<file path="src/rtl/rlg_pkg.sv">
package rlg_pkg;
    localparam int DW = 32;
    localparam int AW = 12;

    localparam logic [DW-1:0] UNLOCK_KEY = 32'h0ACC_E550;
    localparam logic [7:0]    ID_BYTE    = 8'h90;

    // Word indices (byte offset >> 2) of the fixed registers
    localparam logic [AW-3:0] W_PROT = 10'h006;
    localparam logic [AW-3:0] W_LOCK = 10'h007;
    localparam logic [AW-3:0] W_STAT = 10'h008;
    localparam logic [AW-3:0] W_ID   = 10'h3F8;

    typedef enum logic [2:0] {
        RG_ARRAY,
        RG_PROT,
        RG_LOCK,
        RG_STAT,
        RG_ID,
        RG_NONE
    } region_e;

    typedef enum logic [0:0] {
        LK_LOCKED = 1'b0,
        LK_OPEN   = 1'b1
    } lock_state_e;
endpackage

</file>
<file path="src/rtl/rlg_decode.sv">
module rlg_decode
    import rlg_pkg::*;
#(
    parameter int NREG = 4,
    localparam int IDXW = (NREG > 1) ? $clog2(NREG) : 1
) (
    input  logic [AW-1:0]   addr,
    output region_e         region,
    output logic [IDXW-1:0] idx
);
    localparam logic [AW-3:0] NREG_W = (AW-2)'(NREG);

    logic [AW-3:0] word;

    assign word = addr[AW-1:2];
    assign idx  = word[IDXW-1:0];

    always_comb begin
        if (word < NREG_W)        region = RG_ARRAY;
        else if (word == W_PROT)  region = RG_PROT;
        else if (word == W_LOCK)  region = RG_LOCK;
        else if (word == W_STAT)  region = RG_STAT;
        else if (word == W_ID)    region = RG_ID;
        else                      region = RG_NONE;
    end
endmodule

</file>
<file path="src/rtl/rlg_lock_fsm.sv">
module rlg_lock_fsm
    import rlg_pkg::*;
(
    input  logic          clk,
    input  logic          rst_n,
    input  logic          key_wr,
    input  logic [DW-1:0] key_data,
    output logic          locked
);
    lock_state_e state_q, state_d;
    logic        key_hit;

    assign key_hit = (key_data == UNLOCK_KEY);

    // Next state: KEY_MATCH opens, KEY_MISS closes
    always_comb begin
        state_d = state_q;
        unique case (state_q)
            LK_LOCKED: if (key_wr && key_hit)  state_d = LK_OPEN;
            LK_OPEN:   if (key_wr && !key_hit) state_d = LK_LOCKED;
            default:   state_d = LK_LOCKED;
        endcase
    end

    // State register
    always_ff @(posedge clk or negedge rst_n) begin
        if (!rst_n) state_q <= LK_LOCKED;
        else        state_q <= state_d;
    end

    // Outputs
    always_comb begin
        unique case (state_q)
            LK_LOCKED: locked = 1'b1;
            LK_OPEN:   locked = 1'b0;
            default:   locked = 1'b1;
        endcase
    end
endmodule

</file>
<file path="src/rtl/rlg_regfile.sv">
module rlg_regfile
    import rlg_pkg::*;
#(
    parameter int NREG = 4,
    localparam int IDXW = (NREG > 1) ? $clog2(NREG) : 1
) (
    input  logic            clk,
    input  logic            rst_n,
    input  logic            we,
    input  logic [IDXW-1:0] idx,
    input  logic [DW-1:0]   wdata,
    output logic [DW-1:0]   rdata
);
    logic [DW-1:0] mem [NREG];

    for (genvar g = 0; g < NREG; g++) begin : g_reg
        always_ff @(posedge clk or negedge rst_n) begin
            if (!rst_n)                             mem[g] <= '0;
            else if (we && (idx == IDXW'(g)))       mem[g] <= wdata;
        end
    end

    always_comb begin
        rdata = '0;
        for (int i = 0; i < NREG; i++) begin
            if (idx == IDXW'(i)) rdata = mem[i];
        end
    end
endmodule

</file>
<file path="src/rtl/reg_lock_gate.sv">
module reg_lock_gate
    import rlg_pkg::*;
#(
    parameter int NREG = 4   // at most 6, so the array stays below the protection word
) (
    input  logic          clk,
    input  logic          rst_n,
    input  logic          bus_sel,
    input  logic          bus_wr,
    input  logic          bus_priv,
    input  logic [11:0]   bus_addr,
    input  logic [31:0]   bus_wdata,
    output logic [31:0]   bus_rdata,
    output logic          bus_err
);
    localparam int IDXW = (NREG > 1) ? $clog2(NREG) : 1;

    region_e         region;
    logic [IDXW-1:0] idx;
    logic            locked;
    logic            prot_q;
    logic [DW-1:0]   arr_rdata;
    logic [DW-1:0]   rd_mux;
    logic            priv_fail, lock_fail, reject, accept;
    logic            arr_we, prot_we, lock_we;
    logic [DW-1:0]   rdata_q;
    logic            err_q;

    rlg_decode #(.NREG(NREG)) u_decode (
        .addr   (bus_addr),
        .region (region),
        .idx    (idx)
    );

    // Access policy: privilege first, then the lock
    always_comb begin
        priv_fail = bus_sel && !bus_priv && (prot_q || region == RG_PROT);
        lock_fail = bus_sel && locked && (region == RG_ARRAY || region == RG_PROT);
        reject    = priv_fail || lock_fail;
        accept    = bus_sel && !reject;
        arr_we    = accept && bus_wr && (region == RG_ARRAY);
        prot_we   = accept && bus_wr && (region == RG_PROT);
        lock_we   = accept && bus_wr && (region == RG_LOCK);
    end

    rlg_lock_fsm u_lock (
        .clk      (clk),
        .rst_n    (rst_n),
        .key_wr   (lock_we),
        .key_data (bus_wdata),
        .locked   (locked)
    );

    rlg_regfile #(.NREG(NREG)) u_regs (
        .clk   (clk),
        .rst_n (rst_n),
        .we    (arr_we),
        .idx   (idx),
        .wdata (bus_wdata),
        .rdata (arr_rdata)
    );

    always_ff @(posedge clk or negedge rst_n) begin
        if (!rst_n)       prot_q <= 1'b0;
        else if (prot_we) prot_q <= bus_wdata[0];
    end

    always_comb begin
        unique case (region)
            RG_ARRAY: rd_mux = arr_rdata;
            RG_PROT:  rd_mux = {{(DW-1){1'b0}}, prot_q};
            RG_STAT:  rd_mux = {{(DW-1){1'b0}}, locked};
            RG_ID:    rd_mux = {{(DW-8){1'b0}}, ID_BYTE};
            default:  rd_mux = '0;
        endcase
    end

    // Registered response
    always_ff @(posedge clk or negedge rst_n) begin
        if (!rst_n) begin
            rdata_q <= '0;
            err_q   <= 1'b0;
        end else begin
            rdata_q <= (accept && !bus_wr) ? rd_mux : '0;
            err_q   <= reject;
        end
    end

    assign bus_rdata = rdata_q;
    assign bus_err   = err_q;
endmodule

</file>
<file path="config.mk">
export PLATFORM = sky130hd
export DESIGN_NAME = reg_lock_gate
export DESIGN_NICKNAME = d
export VERILOG_FILES = /design/src/rtl/rlg_pkg.sv /design/src/rtl/rlg_decode.sv /design/src/rtl/rlg_lock_fsm.sv /design/src/rtl/rlg_regfile.sv /design/src/rtl/reg_lock_gate.sv
export SDC_FILE = /design/constraint.sdc
export NUM_CORES = 1
export LEC_CHECK = 0
export BUFFER_PORTS_ARGS = -buffer_cell sky130_fd_sc_hd__buf_2
export CORE_MARGIN = 5
export CORE_UTILIZATION = 55
export CTS_CLUSTER_SIZE = 20
export DETAILED_ROUTE_END_ITERATION = 8
export PLACE_DENSITY = 0.76
export SKIP_CTS_REPAIR_TIMING = 1
export SLEW_MARGIN = 25
export SYNTH_ARGS = -nofsm -noshare
export SYNTH_HDL_FRONTEND = slang
export SYNTH_SLANG_ARGS = --single-unit
</file>
<file path="constraint.sdc">
create_clock -name clk -period 4.4 [get_ports clk]
set_input_delay 0.88 -clock clk [delete_from_list [all_inputs] [get_ports clk]]
set_output_delay 0.88 -clock clk [all_outputs]
set_load 0.05 [all_outputs]
</file>
==> summary.md, run 1 <==
| Metric | Value |
|---|---|
| # rows | 41 |
| Post-Route WL | 14300 µm |
| CP Max Fanout | 28 |
| Vias | 4040 |
| R2r startpoint | prot_q |
| Setup crit end kind | flip-flop |
| Final hold vios | 0 |
| Period utilization | 0.573 |
| CP dominant cell by count | buf_4 |
| Critical Path AT | 2.82 ns |
| Register area share after synthesis | 0.577 |
| Cell area after synthesis | 7070 µm² |
| Die W | 123 µm |
| Initial antenna violation count | 0 |
| Fillers | 933 |
| Crit. Startpoint | bus_addr[2] |
| CP Data Required Time | 4.70 ns |
| TritonCTS clock tree | done |
| Placed insts | 678 |
| H-tree Lvls | 4 |
| DPL Wire Length | 8970 µm |
| Initial Util | 0.560 |
| Synth Area in Compound Gates | 0.0113 |
| Path type of the worst min-delay path | flip-flop to flip-flop |
| Outcome | finished clean |
| Ys async rst share | 1.00 |
| Max Freq | 397 MHz |
| Core area | 12600 µm² |
| Max Slew Vio Count | 0 |
| GRT Total Usage | 0.205 |
| Syn_nets | 488 |
| Area growth, synth to finish | 16.7% |
| Drt pass-1 iters | 4 |
| Worst path slowest cell | buf_4 |
| Nature of the critical path startpoint | input pin |
| CTS sink count | 163 |
| Grt total ovfl | 0 |
| Average wire per standard cell | 20.2 µm |
| Setup-failing EPs final | 0 |
| Clock skew | 0.00740 ns |
| YS warnings | 0 |
| Drt drc | 0 |
| Max-slew headroom at the worst pin | 0.404 |
| Clock buffer depth | 2 |
| Die ar. | 15200 µm² |
| Post-Layout Cell Count | 710 |
| Final Wtd Congestion | 0.857 |
| Iter 0 DRT Violations | 209 |
| # Max-Cap Violations | 0 |
| Cts bufs inserted | 17 |
| Crit path kind | input pin to flip-flop |
| Post-synth cell types | 37 |
| Cell count after synthesis | 439 |
| Largest family of logic cells by synthesized area | multiplexers |
| Maximum vdd drop | 0.000245 V |
| Synth Flop Type | dfrtp_1 |
| Net count reported at finish | 574 |
| Register-to-Register Path Depth | 5 |
| Largest net degree at the start of global routing | 97 |
| First-pass GRT wire length | 23400 µm |
| R2R Setup Slk | 2.31 ns |
| Buffers on Ports | 79 |
| Clk_lat worst skew | 0.42 ns |
| Pwr/cell area | 373 nW/µm² |
| Slew @ Worst Pin | 0.894 ns |
| Portion of netlist area occupied by mux cells | 0.311 |
| Post-Synth XOR/XNOR Area | 0 |
| Register area | 4080 µm² |
| # IOs | 82 |
| Max incr delay on CP | 0.56 ns |
| Fin util | 0.654 |
| Multi-input gate area | 2840 µm² |
| Synth Area per Inst | 16.1 µm² |
| Number of synthesized flops with an enable pin | 0 |
| # diodes | 0 |
| Vias in the first global route | 4327 |
| Leakage | 4.05 nW |
| Clock slew at reported path FFs | 0.06 ns |
| Vias per inst | 5.69 |
| Simple-gate portion of the synthesized area | 0.0779 |
| Crit path to | u_regs.mem[23] |
| Routed Antenna Nets | 0 |
| RSZ-0062 raised after global routing | false |
| Clock Tree Root | clkbuf_16 |
| Setup_tns | 0 ns |
| Die H | 123 µm |
| Total power | 3.08 mW |
| Worst r2r dst | u_regs.mem[110] |
| #FFs+latches synth | 163 |
| Share of cells above drive strength 1 | 0.537 |
| Synth Area in Adders | 0 |
| Final Critical Period | 2.52 ns |
| Critical-path cell list | buf_2, buf_4, nand2_1, nor3_4, buf_4, mux2_2 |
-- stage by stage --
step / worst slack [ns] / instance area, µm² / hold slack [ns]
after detailed placement: 1.38 / 7660 / 0.474
after global routing: 1.69 / 8250 / 0.505
final: 1.88 / 8250 / 0.490
after CTS: 1.82 / 8250 / 0.494
after global placement: 1.42 / 7660 / 0.463
after floorplan: 1.91 / 7070 / 0.453
-- worst max-delay path: cells and delay by family --
kind	cells	cell delay (ns)
buffers and inverters	3	1.20
muxes	1	0.38
and+or+nand+nor	2	0.35
-- cell usage in the layout, fill, tap and decap left out, drive strengths merged, types with 6 or more instances in the layout --
cell / instances
mux4: 32
clkbuf: 25
nand2: 6
dfrtp: 163
mux2: 131
nor2b: 32
buf: 91
nand4: 8
-- power by group --
group	switching (mW)	internal [mW]
Combinational	0.0842	0.0422
Sequential	0.00194	1.50
Clock	0.565	0.883
Total	0.651	2.43
-- logic make-up (layout without fill, tap and decap cells) --
| family | count (synthesis) | after routing |
|---|---|---|
| compound gates | 9 | 9 |
| buf+inv | 26 | 125 |
| flops | 163 | 163 |
| mux | 163 | 163 |
| simple gates | 78 | 78 |
-- worst min-delay path by stage --
stage / slack, ns / to / startpoint / cells past startpoint
floorplan: 0.45 / u_regs.mem[4] / u_regs.mem[4] / 1
global placement: 0.46 / u_regs.mem[71] / u_regs.mem[71] / 1
detailed placement: 0.47 / u_regs.mem[72] / u_regs.mem[72] / 1
CTS: 0.49 / u_regs.mem[4] / u_regs.mem[4] / 1
global route: 0.51 / u_regs.mem[71] / u_regs.mem[71] / 1
finish: 0.49 / u_regs.mem[4] / u_regs.mem[4] / 1
-- synthesized netlist by cell type, types with 3 or more instances --
master / count / area share
a21oi_1: 4 / 0.0028
buf_2: 8 / 0.0057
buf_4: 9 / 0.0096
buf_6: 3 / 0.0048
clkbuf_1: 3 / 0.0016
dfrtp_1: 163 / 0.58
mux2_1: 5 / 0.0080
mux2_2: 126 / 0.20
mux4_2: 32 / 0.10
nand2_1: 6 / 0.0032
nand3b_1: 3 / 0.0032
nand4_1: 8 / 0.0071
nor2_1: 4 / 0.0021
nor2b_1: 32 / 0.028
nor4bb_1: 4 / 0.0057
-- per-layer routing --
metal / global-route usage / part of all wire / vias up
met5: 0 / 0 / -
met1: 0.275 / 0.44 / 2138
met4: 0.0581 / 0.013 / 0
met2: 0.333 / 0.50 / 89
met3: 0.0540 / 0.052 / 14
li1: - / - / 1799
-- final cells by class --
cell class | count | share of cell area
sequential | 163 | 0.494
multi-input combinational | 250 | 0.344
clock buffer | 25 | 0.0637
timing repair buffer | 91 | 0.0626
tap | 172 | 0.0261
clock inverter | 7 | 0.00849
inverter | 2 | 0.000910
-- registers in the layout, summed over array words and instances, names as in the netlist, named ones only --
register,flops
prot_q,1
bus_rdata,32
bus_err,1
u_regs.mem,128
Power figures use the tool's default switching activity.
==> inputs of run 2 (changes only) <==
Settings changed: ABC_AREA set to 1, CORE_UTILIZATION 55 to 53.
Clock period 4.4 ns to 2.05 ns, I/O delays scaled along.
==> summary.md, run 2 <==
| Metric | Value |
|---|---|
| Die H | 130 µm (+5.1%) |
| Worst path slowest cell | dfrtp_1 |
| Synth Area per Inst | 8.54 µm² (-47%) |
| Clock slew at reported path FFs | 0.06 ns (about the same) |
| Setup WS post-layout | 0.435 ns (-1.45 ns) |
| GRT Total Usage | 0.251 (+0.0458) |
| Commonest cells in the netlist | 310 x nand2_1, 163 x dfrtp_1, 137 x nand4_1 |
| Largest net degree at the start of global routing | 84 (-13%) |
| Share of cells above drive strength 1 | 0.172 (-0.365) |
| H-tree Lvls | 4 (unchanged) |
| First-pass GRT wire length | 33500 µm (+43%) |
| CP delay by family, top | simple AND/OR/NAND/NOR gates |
| Commonest non-fill, non-tap cells in the layout | 310 x nand2_1, 163 x dfrtp_1, 137 x nand4_1 |
| Cts bufs inserted | 17 (unchanged) |
| Setup-failing EPs final | 0 (unchanged) |
| Maximum vdd drop | 0.000524 V (+110%) |
| Pwr/cell area | 767 nW/µm² (+110%) |
| Core area | 13900 µm² (+10%) |
| Crit path kind | flip-flop to flip-flop |
| Post-Layout Cell Count | 1134 (+60%) |
| CP Data Required Time | 2.37 ns (-2.33 ns) |
| Crit path buf inv count | 2 (-1) |
| Fin util | 0.637 (-0.0173) |
| RSZ-0062 raised after global routing | false |
| Worst Hold Slack | 0.283 ns (-0.207 ns) |
| Synth Flop Type | dfrtp_1 |
| Vias | 6746 (+67%) |
| #FFs+latches synth | 163 (unchanged) |
| Iter 0 DRT Violations | 730 (+250%) |
| # rows | 43 (+4.9%) |
| Area after DPL | 8310 µm² (+8.5%) |
| Initial Util | 0.544 (-0.0161) |
| Clk_lat worst skew | 0.42 ns (about the same) |
| Routed Antenna Nets | 0 (unchanged) |
| Nature of the critical path startpoint | flip-flop |
| CP Max Fanout | 16 (-43%) |
| Syn_nets | 937 (+92%) |
| Placed insts | 1106 (+63%) |
| Largest cells by area after synthesis | dfrtp_1 54%, nand2_1 15%, nand4_1 11% |
| # diodes | 0 (unchanged) |
| Max-slew headroom at the worst pin | 0.617 (+0.213) |
| # Max-Cap Violations | 0 (unchanged) |
| Max incr delay on CP | 0.39 ns (-0.17 ns) |
| Largest register by flop count | u_regs.mem |
| Critical-path cell list | inv_1, nand2_1, nand2_1, nand2_2, nor2_4, nand4_2, buf_12, nand2_1, nand2_1 |
| Leakage | 4.71 nW (+16%) |
| Grt total ovfl | 0 (unchanged) |
| Slew @ Worst Pin | 0.574 ns (-0.320 ns) |
| Die ar. | 16800 µm² (+10%) |
| Final hold vios | 0 (unchanged) |
| Path type of the worst min-delay path | input pin to flip-flop |
| Cell count after synthesis | 888 (+100%) |
| Average wire per standard cell | 17.5 µm (-13%) |
| Post-synth cell types | 30 (-19%) |
| Buffers on Ports | 79 (unchanged) |
| CP dominant cell by count | nand2_1 |
| Post-synth top area cell | dfrtp_1 |
| Max Slew Vio Count | 0 (unchanged) |
| Clock buffer depth | 2 (unchanged) |
| Drt pass-1 iters | 5 (+1) |
| Most numerous cell in the Yosys netlist | nand2_1 |
| Setup_tns | 0 ns (unchanged) |
| Critical Path AT | 1.93 ns (-0.89 ns) |
| Initial antenna violation count | 0 (unchanged) |
| Cell area after synthesis | 7580 µm² (+7.3%) |
| # IOs | 82 (unchanged) |
| Final Critical Period | 1.61 ns |
| Area growth, synth to finish | 17.0% |
| Ys async rst share | 1.00 (unchanged) |
| Post-Place Setup Slack | 0.0359 ns (-1.34 ns) |
| Total power | 6.80 mW (+120%) |
| CTS sink count | 163 (unchanged) |
| Vias per inst | 5.95 (+4.5%) |
| DPL Wire Length | 12000 µm (+33%) |
| Final Wtd Congestion | 0.795 (-7.2%) |
| Outcome | finished clean |
| Top cell type's share of synthesized area | 0.538 (-0.0390) |
| Clock Tree Root | clkbuf_16 |
| Period utilization | 0.788 |
| YS warnings | 0 (unchanged) |
| Vias in the first global route | 6534 (+51%) |
| Max Freq | 619 MHz |
| Commonest non-fill, non-tap cell in the layout | nand2_1 |
| Register area share after synthesis | 0.538 (-0.0390) |
| Net count reported at finish | 995 (+73%) |
| Final Cell Area | 8870 µm² (+7.5%) |
| Setup crit end kind | flip-flop |
| Die W | 130 µm (+5.1%) |
| Clock skew | 0.00538 ns (-0.00202 ns) |
| Max FFs per register | 128 (unchanged) |
| Number of synthesized flops with an enable pin | 0 (unchanged) |
| TritonCTS clock tree | done |
| Post-Route WL | 19800 µm (+38%) |
| Drt drc | 0 (unchanged) |
-- run 2: worst register-to-register path: stages (launching register included) --
cell and delay (ns):
dfrtp_1 0.39, inv_1 0.06, nand2_1 0.05, nand2_1 0.10, nand2_2 0.08, nor2_4 0.18, nand4_2 0.27, buf_12 0.26
nand2_1 0.07, nand2_1 0.04
-- run 2: metal layers --
metal	up-vias	track usage	share of wire
li1	3183	-	-
met1	3223	0.367	0.44
met2	316	0.383	0.46
met3	24	0.0482	0.084
met4	0	0.0727	0.015
met5	-	0	0
-- run 2: cells by family after synthesis --
family                 count (synthesis)  share of synthesized area
DFF                                  163                      0.538
buffers and inverters                 99                     0.0586
AOI/OAI and AO/OA                     84                     0.0700
and+or+nand+nor                      542                      0.333
-- run 2: worst paths after layout --
path | startpoint | to | slack [ns] | cells after the start
setup / recovery | prot_q | u_regs.mem[46] | 0.44 | 9
hold / removal | bus_wdata[24] | u_regs.mem[56] | 0.28 | 3
setup reg to reg | prot_q | u_regs.mem[46] | 0.44 | 9
hold reg to reg | u_regs.mem[38] | u_regs.mem[38] | 0.47 | 2
max in group asynchronous | rst_n | bus_rdata[27] | 0.95 | 3
min in group asynchronous | rst_n | u_regs.mem[104] | 0.45 | 2
-- run 2: cell type report --
class	count	area, µm²
Clock buffer	21	470
Clock inverter	6	82.6
Fill cell	1159	5060
Inverter	23	88.8
Multi-Input combinational cell	626	3060
Sequential cell	163	4080
Tap cell	180	225
Timing Repair Buffer	115	862
-- run 2: where the power goes --
group | internal, mW | leakage, nW | switching, mW | total [mW]
combinational | 0.145 | 2.16 | 0.372 | 0.517
clock | 1.85 | 0.272 | 1.19 | 3.03
sequential | 3.24 | 2.28 | 0.0112 | 3.25
total | 5.23 | 4.71 | 1.57 | 6.80
